<file path="config.mk">
export PLATFORM = sky130hd
export DESIGN_NAME = wake_pwr_ctl
export DESIGN_NICKNAME = d
export VERILOG_FILES = /design/src/rtl/wake_pkg.sv /design/src/rtl/wake_ctl_reg.sv /design/src/rtl/wake_edge_gate.sv /design/src/rtl/wake_hold_timer.sv /design/src/rtl/wake_pwr_ctl.sv
export SDC_FILE = /design/constraint.sdc
export NUM_CORES = 1
export LEC_CHECK = 0
export CORE_MARGIN = 3
export CORE_UTILIZATION = 44
export CTS_BUF_LIST = sky130_fd_sc_hd__clkbuf_8
export DETAILED_ROUTE_END_ITERATION = 12
export PLACE_DENSITY = 0.91
export SYNTH_ARGS = -nofsm -noshare
export SYNTH_HDL_FRONTEND = slang
export SYNTH_SLANG_ARGS = --single-unit
</file>
<file path="constraint.sdc">
create_clock -name clk_i -period 1.4 [get_ports clk_i]
set_clock_uncertainty 0.15 [all_clocks]
set_input_delay 0.28 -clock clk_i [delete_from_list [all_inputs] [get_ports clk_i]]
set_output_delay 0.28 -clock clk_i [all_outputs]
set_load 0.01 [all_outputs]
</file>
<file path="src/rtl/wake_pkg.sv">
`timescale 1ns/1ps
package wake_pkg;
    localparam int CTL_W  = 16;
    localparam int N_SRC  = 6;
    localparam int N_BTN  = 2;

    // control word bit positions
    localparam int B_USB_IE  = 15;
    localparam int B_RING_EN = 14;
    localparam int B_SB_OVD  = 13;
    localparam int B_SB_EN   = 12;
    localparam int B_PB_OVD  = 11;
    localparam int B_PME_EN  = 10;
    localparam int B_PB_EN   = 9;
    localparam int B_RTC_EN  = 8;
    localparam int B_SMB_EN  = 3;

    localparam logic [CTL_W-1:0] CTL_MASK = 16'hFF08;

    // status input indices
    localparam int S_RING = 0;
    localparam int S_SB   = 1;
    localparam int S_PME  = 2;
    localparam int S_PB   = 3;
    localparam int S_RTC  = 4;
    localparam int S_SMB  = 5;

    // hold timer indices
    localparam int T_PB = 0;
    localparam int T_SB = 1;

    typedef enum logic {
        PS_OFF = 1'b0,
        PS_ON  = 1'b1
    } pwr_state_e;
endpackage

</file>
<file path="src/rtl/wake_ctl_reg.sv">
`timescale 1ns/1ps
module wake_ctl_reg
    import wake_pkg::*;
#(
    parameter logic [CTL_W-1:0] MASK = CTL_MASK
) (
    input  logic             clk_i,
    input  logic             rst_ni,
    input  logic             wr_en_i,
    input  logic [CTL_W-1:0] wr_data_i,
    output logic [CTL_W-1:0] ctl_o
);
    typedef struct packed {
        logic [CTL_W-1:0] word;
    } reg_st_t;

    reg_st_t st_d, st_q;

    always_comb begin
        st_d = st_q;
        if (wr_en_i) begin
            st_d.word = wr_data_i & MASK;
        end
    end

    always_ff @(posedge clk_i) begin
        if (!rst_ni) begin
            st_q <= '0;
        end else begin
            st_q <= st_d;
        end
    end

    assign ctl_o = st_q.word;
endmodule

</file>
<file path="src/rtl/wake_edge_gate.sv">
`timescale 1ns/1ps
module wake_edge_gate #(
    parameter int NSRC = 6
) (
    input  logic            clk_i,
    input  logic            rst_ni,
    input  logic [NSRC-1:0] sts_i,
    input  logic [NSRC-1:0] en_i,
    output logic            trig_o
);
    typedef struct packed {
        logic [NSRC-1:0] prev;
    } edge_st_t;

    edge_st_t st_d, st_q;
    logic [NSRC-1:0] hit;

    for (genvar k = 0; k < NSRC; k++) begin : g_src
        assign hit[k] = sts_i[k] & ~st_q.prev[k] & en_i[k];
    end

    always_comb begin
        st_d      = st_q;
        st_d.prev = sts_i;
    end

    always_ff @(posedge clk_i) begin
        if (!rst_ni) begin
            st_q <= '0;
        end else begin
            st_q <= st_d;
        end
    end

    assign trig_o = |hit;
endmodule

</file>
<file path="src/rtl/wake_hold_timer.sv">
`timescale 1ns/1ps
module wake_hold_timer #(
    parameter int PRESCALE   = 4,
    parameter int HOLD_UNITS = 4
) (
    input  logic clk_i,
    input  logic rst_ni,
    input  logic held_i,
    input  logic tick_i,
    output logic fire_o
);
    localparam int PRE_W  = (PRESCALE   > 1) ? $clog2(PRESCALE)   : 1;
    localparam int UNIT_W = (HOLD_UNITS > 1) ? $clog2(HOLD_UNITS) : 1;
    localparam logic [PRE_W-1:0]  PRE_LAST  = PRE_W'(PRESCALE - 1);
    localparam logic [UNIT_W-1:0] UNIT_LAST = UNIT_W'(HOLD_UNITS - 1);

    typedef struct packed {
        logic [PRE_W-1:0]  pre;
        logic [UNIT_W-1:0] units;
        logic              done;
    } tmr_st_t;

    tmr_st_t st_d, st_q;
    logic    fire;

    always_comb begin
        st_d = st_q;
        fire = 1'b0;
        if (!held_i) begin
            st_d = '0;
        end else if (tick_i && !st_q.done) begin
            if (st_q.pre == PRE_LAST) begin
                st_d.pre = '0;
                if (st_q.units == UNIT_LAST) begin
                    st_d.units = '0;
                    st_d.done  = 1'b1;
                    fire       = 1'b1;
                end else begin
                    st_d.units = st_q.units + 1'b1;
                end
            end else begin
                st_d.pre = st_q.pre + 1'b1;
            end
        end
    end

    always_ff @(posedge clk_i) begin
        if (!rst_ni) begin
            st_q <= '0;
        end else begin
            st_q <= st_d;
        end
    end

    assign fire_o = fire;
endmodule

</file>
<file path="src/rtl/wake_pwr_ctl.sv">
`timescale 1ns/1ps
module wake_pwr_ctl
    import wake_pkg::*;
#(
    parameter int PRESCALE   = 4,
    parameter int HOLD_UNITS = 4
) (
    input  logic             clk_i,
    input  logic             rst_ni,
    input  logic             wr_en_i,
    input  logic [CTL_W-1:0] wr_data_i,
    output logic [CTL_W-1:0] rd_data_o,
    input  logic [N_SRC-1:0] wake_sts_i,
    input  logic             tick_i,
    input  logic             pwrbtn_held_i,
    input  logic             slpbtn_held_i,
    output logic             pwr_en_no
);
    typedef struct packed {
        pwr_state_e state;
    } top_st_t;

    logic [CTL_W-1:0] ctl;
    logic [N_SRC-1:0] src_en;
    logic             wake_trig;
    logic [N_BTN-1:0] btn_held;
    logic [N_BTN-1:0] btn_ovd;
    logic [N_BTN-1:0] btn_fire;
    logic             soft_off_req;
    top_st_t          st_d, st_q;

    wake_ctl_reg #(.MASK(CTL_MASK)) u_reg (
        .clk_i     (clk_i),
        .rst_ni    (rst_ni),
        .wr_en_i   (wr_en_i),
        .wr_data_i (wr_data_i),
        .ctl_o     (ctl)
    );

    always_comb begin
        src_en         = '0;
        src_en[S_RING] = ctl[B_RING_EN];
        src_en[S_SB]   = ctl[B_SB_EN];
        src_en[S_PME]  = ctl[B_PME_EN];
        src_en[S_PB]   = ctl[B_PB_EN];
        src_en[S_RTC]  = ctl[B_RTC_EN];
        src_en[S_SMB]  = ctl[B_SMB_EN];
    end

    wake_edge_gate #(.NSRC(N_SRC)) u_gate (
        .clk_i  (clk_i),
        .rst_ni (rst_ni),
        .sts_i  (wake_sts_i),
        .en_i   (src_en),
        .trig_o (wake_trig)
    );

    assign btn_held[T_PB] = pwrbtn_held_i;
    assign btn_held[T_SB] = slpbtn_held_i;
    assign btn_ovd[T_PB]  = ctl[B_PB_OVD];
    assign btn_ovd[T_SB]  = ctl[B_SB_OVD];

    for (genvar b = 0; b < N_BTN; b++) begin : g_btn
        wake_hold_timer #(
            .PRESCALE   (PRESCALE),
            .HOLD_UNITS (HOLD_UNITS)
        ) u_tmr (
            .clk_i  (clk_i),
            .rst_ni (rst_ni),
            .held_i (btn_held[b]),
            .tick_i (tick_i),
            .fire_o (btn_fire[b])
        );
    end

    assign soft_off_req = |(btn_fire & ~btn_ovd);

    always_comb begin
        st_d = st_q;
        if (soft_off_req) begin
            st_d.state = PS_OFF;
        end else if (wake_trig) begin
            st_d.state = PS_ON;
        end
    end

    always_ff @(posedge clk_i) begin
        if (!rst_ni) begin
            st_q.state <= PS_OFF;
        end else begin
            st_q <= st_d;
        end
    end

    assign pwr_en_no = (st_q.state != PS_ON);
    assign rd_data_o = ctl;
endmodule

</file>
==> flow_summary.toml, run 1 <==
[route]
drc = 0
first_pass_iters = 2
ant_nets = 0
post_drt_wl_per_cell_um = 12.6
drt_iter0_drc = 7
vias = 848
routed_wl_um = 2190
viasPerCell = 4.90

[finish]
finalNetCount = 179
postLayoutCoreUtil = 0.657
antenna_cells = 0
syn2layout_area_growth_pct = 36.6
drive_above_1_share = 0.0966
final_common_cell = "dfxtp_1"
most-common-layout-cells = "dfxtp_1 (25), clkdlybuf4s50_1 (19), mux2i_1 (14), dlygate4sd2_1 (10), nor2b_1 (9)"

[logic_synthesis]
synth_xor_area_frac = 0
postSynthCellCount = 109
yosysWarnings = 0
synth_top_family_by_area = "simple AND/OR/NAND/NOR gates"
synth_top_area_frac = 0.475
yosysSeqAreaShare = 0.475
synth-seq-cells = 26
synth.distinct_cells = 23
synth_top_cell_by_area = "dfxtp_1"
yosys.area_share.simple = 0.235
avgSynthCellArea_um2 = 10.0
syn_area_um2 = 1090
synth-compound-area-share = 0.0423
synth-edff-count = 0
synthArstFlopShare = 0
synthAdderAreaFrac = 0.0457
yosys-top-cells-area = "dfxtp_1 (48%), mux2i_1 (13%), nor2b_1 (5.7%), buf_4 (4.8%), ha_1 (4.6%)"
yosys_most_used_dff = "dfxtp_1"
synthMuxAreaShare = 0.128

[clock_tree]
clock-root-buffer = "clkbuf_8"
cts_tree = "yes"
clock_path_buffers = 2
cts_max_level = 1
holdBufCountCts = 0
cts.sinks = 26
cts_setup_buffers = 0
cts_made_buffers = 3
clock_latency_ps = 260
clkTransAtPathRegs_ps = 80

[setup_path]
cp_top_family = "buffers and inverters"
path_depth = 4
max_stage_delay_ps = 480
cp-end-kind = "register"
arrival_ps = 1360
path_max_fanout = 2
cp.required_ps = 1400
r2r_start = "g_btn[1].u_tmr.st_q[3]"
ff2ff_setup_slack_ps = 70
worstRegToRegCells = 4
crit-reg2reg-capture = "g_btn[1].u_tmr.st_q[1]"
crit_path_top_delay_cell = "clkdlybuf4s50_1"
worst-path-buf-inv = 1
critPathKind = "input pin to register"
cp_cell_sequence = "clkdlybuf4s50_1 > or3b_4 > o221ai_2 > a31oi_1"
cp-start-kind = "input pin"

[flow_run]
maxCapViolCount = 0

[floorplan]
die_x_um = 55.9
initial_core_util = 0.481
row_count = 17
coreArea_um2 = 2280
dieArea_um2 = 3120
die_h_um = 55.9
ioPinCount = 45

[grt]
antenna_found_initial = 0
grt_pass1_wl_um = 3870
grt_usage = 0.152
grt_overflow_total = 0
grt_pass1_vias = 910
grt_start_max_net_pins = 14

[placement]
place_hpwl_um = 1720
port_buffers = 30
gp_congestion = 0.733

[power_and_ir_drop]
power_density_nw_per_um2 = 935
vdd_drop_max_uv = 807
p_leak_uw = 0.000673

[sta]
drv_slew = 0
fin_crit_sh = 0.966
setup-violations-final = 0
rsz0062_at_grt = "no"
fmax_ghz = 0.740
period_minus_slack_ps = 1350
final_hold_viol_count = 0
holdWs_ps = 309

[worst_hold_path]
min_to = "g_btn[1].u_tmr.st_q[0]"
hold_class = "input pin to register"
min_from = "tick_i"
min_delay_path_depth = 3

[status]
outcome = "finished, final reports clean"
## where the power goes
part,internal (µW),switching (µW)
Clock,192,214
Combinational,122,82.1
Sequential,771,17.1
## how the worst max path moves through the flow
stage,start,to,slack (ps)
2_1_floorplan,g_btn[1].u_tmr.st_q[3],g_btn[1].u_tmr.st_q[1],140
3_3_place_gp,slpbtn_held_i,st_q,-310
3_5_place_dp,slpbtn_held_i,st_q,-340
4_1_cts,tick_i,g_btn[1].u_tmr.st_q[1],20
5_1_grt,u_reg.ctl_o[12],rd_data_o[12],5
6_report,slpbtn_held_i,st_q,50
## cells in the mapped netlist, types with 2 or more instances
library cell,number
a31oi_1,2
buf_4,7
inv_1,4
nand3b_1,6
and2_1,6
nor2_1,6
mux2i_1,14
nand2_1,5
a21oi_1,5
or3_1,3
nor2b_1,10
ha_1,4
dfxtp_1,26
nand2b_1,2
## repair_timing
item                                    in CTS  in global routing
resized for setup                           12                  4
endpoints found under the setup margin      11                  7
pin swaps                                    1                  1
## tightest hold or removal path: cells and delay by family
kind / cells / cell delay [ps]
and+or+nand+nor: 1 / 140
AOI/OAI and AO/OA: 1 / 70
buffers and inverters: 1 / 190
## registers in the layout, indices dropped and copies added (netlist names)
register          cells
st_q                  1
u_gate.st_q           6
u_reg.ctl_o           9
g_btn.u_tmr.st_q     10
## through the flow
stage	power, µW	setup slack (ps)	cells	instance area, µm²	setup TNS (ps)
final	1400	48.1	173	1500	0
after floorplan	905	142	115	1120	0
after CTS	1400	21.8	173	1490	0
after global placement	1010	-306	170	1450	-2010
after global routing	1460	4.66	173	1500	0
after detailed placement	1020	-338	170	1450	-2680
## cell type report
class                           count  area [µm²]
Sequential cell                    26         522
Tap cell                           28        35.0
Timing Repair Buffer               36         348
Inverter                            4        15.0
Fill cell                         201         781
Clock buffer                        3        41.3
Multi-Input combinational cell     76         534
## per-layer routing
| metal | track usage | wire [µm] |
|---|---|---|
| met1 | 0.176 | 926 |
| met2 | 0.274 | 1100 |
| met3 | 0.0464 | 159 |
| met4 | 0.0305 | 0 |
| met5 | 0 | 0 |
## cells by family after synthesis
family / after synthesis
other cells: 1
buf+inv: 13
simple gates: 43
flops: 26
mux: 14
fa+ha+maj: 4
compound gates: 8
No activity file was read; power rests on OpenSTA's default activity.
==> run 2, diff against run 1 <==
--- a/config.mk
+++ b/config.mk
@@ -8,6 +8,7 @@
 export CORE_MARGIN = 3
 export CORE_UTILIZATION = 44
 export CTS_BUF_LIST = sky130_fd_sc_hd__clkbuf_8
+export CTS_CLUSTER_SIZE = 12
 export DETAILED_ROUTE_END_ITERATION = 12
 export PLACE_DENSITY = 0.91
 export SYNTH_ARGS = -nofsm -noshare
==> results of run 2 <==
The final DEF is identical to that of run 1; final timing and power are the same.
==> run 3, diff against run 2 <==
--- a/config.mk
+++ b/config.mk
@@ -10,6 +10,7 @@
 export CTS_BUF_LIST = sky130_fd_sc_hd__clkbuf_8
 export CTS_CLUSTER_SIZE = 12
 export DETAILED_ROUTE_END_ITERATION = 12
+export GPL_ROUTABILITY_DRIVEN = 1
 export PLACE_DENSITY = 0.91
 export SYNTH_ARGS = -nofsm -noshare
 export SYNTH_HDL_FRONTEND = slang
==> results of run 3 <==
The final DEF is identical to that of run 1; final timing and power are the same.
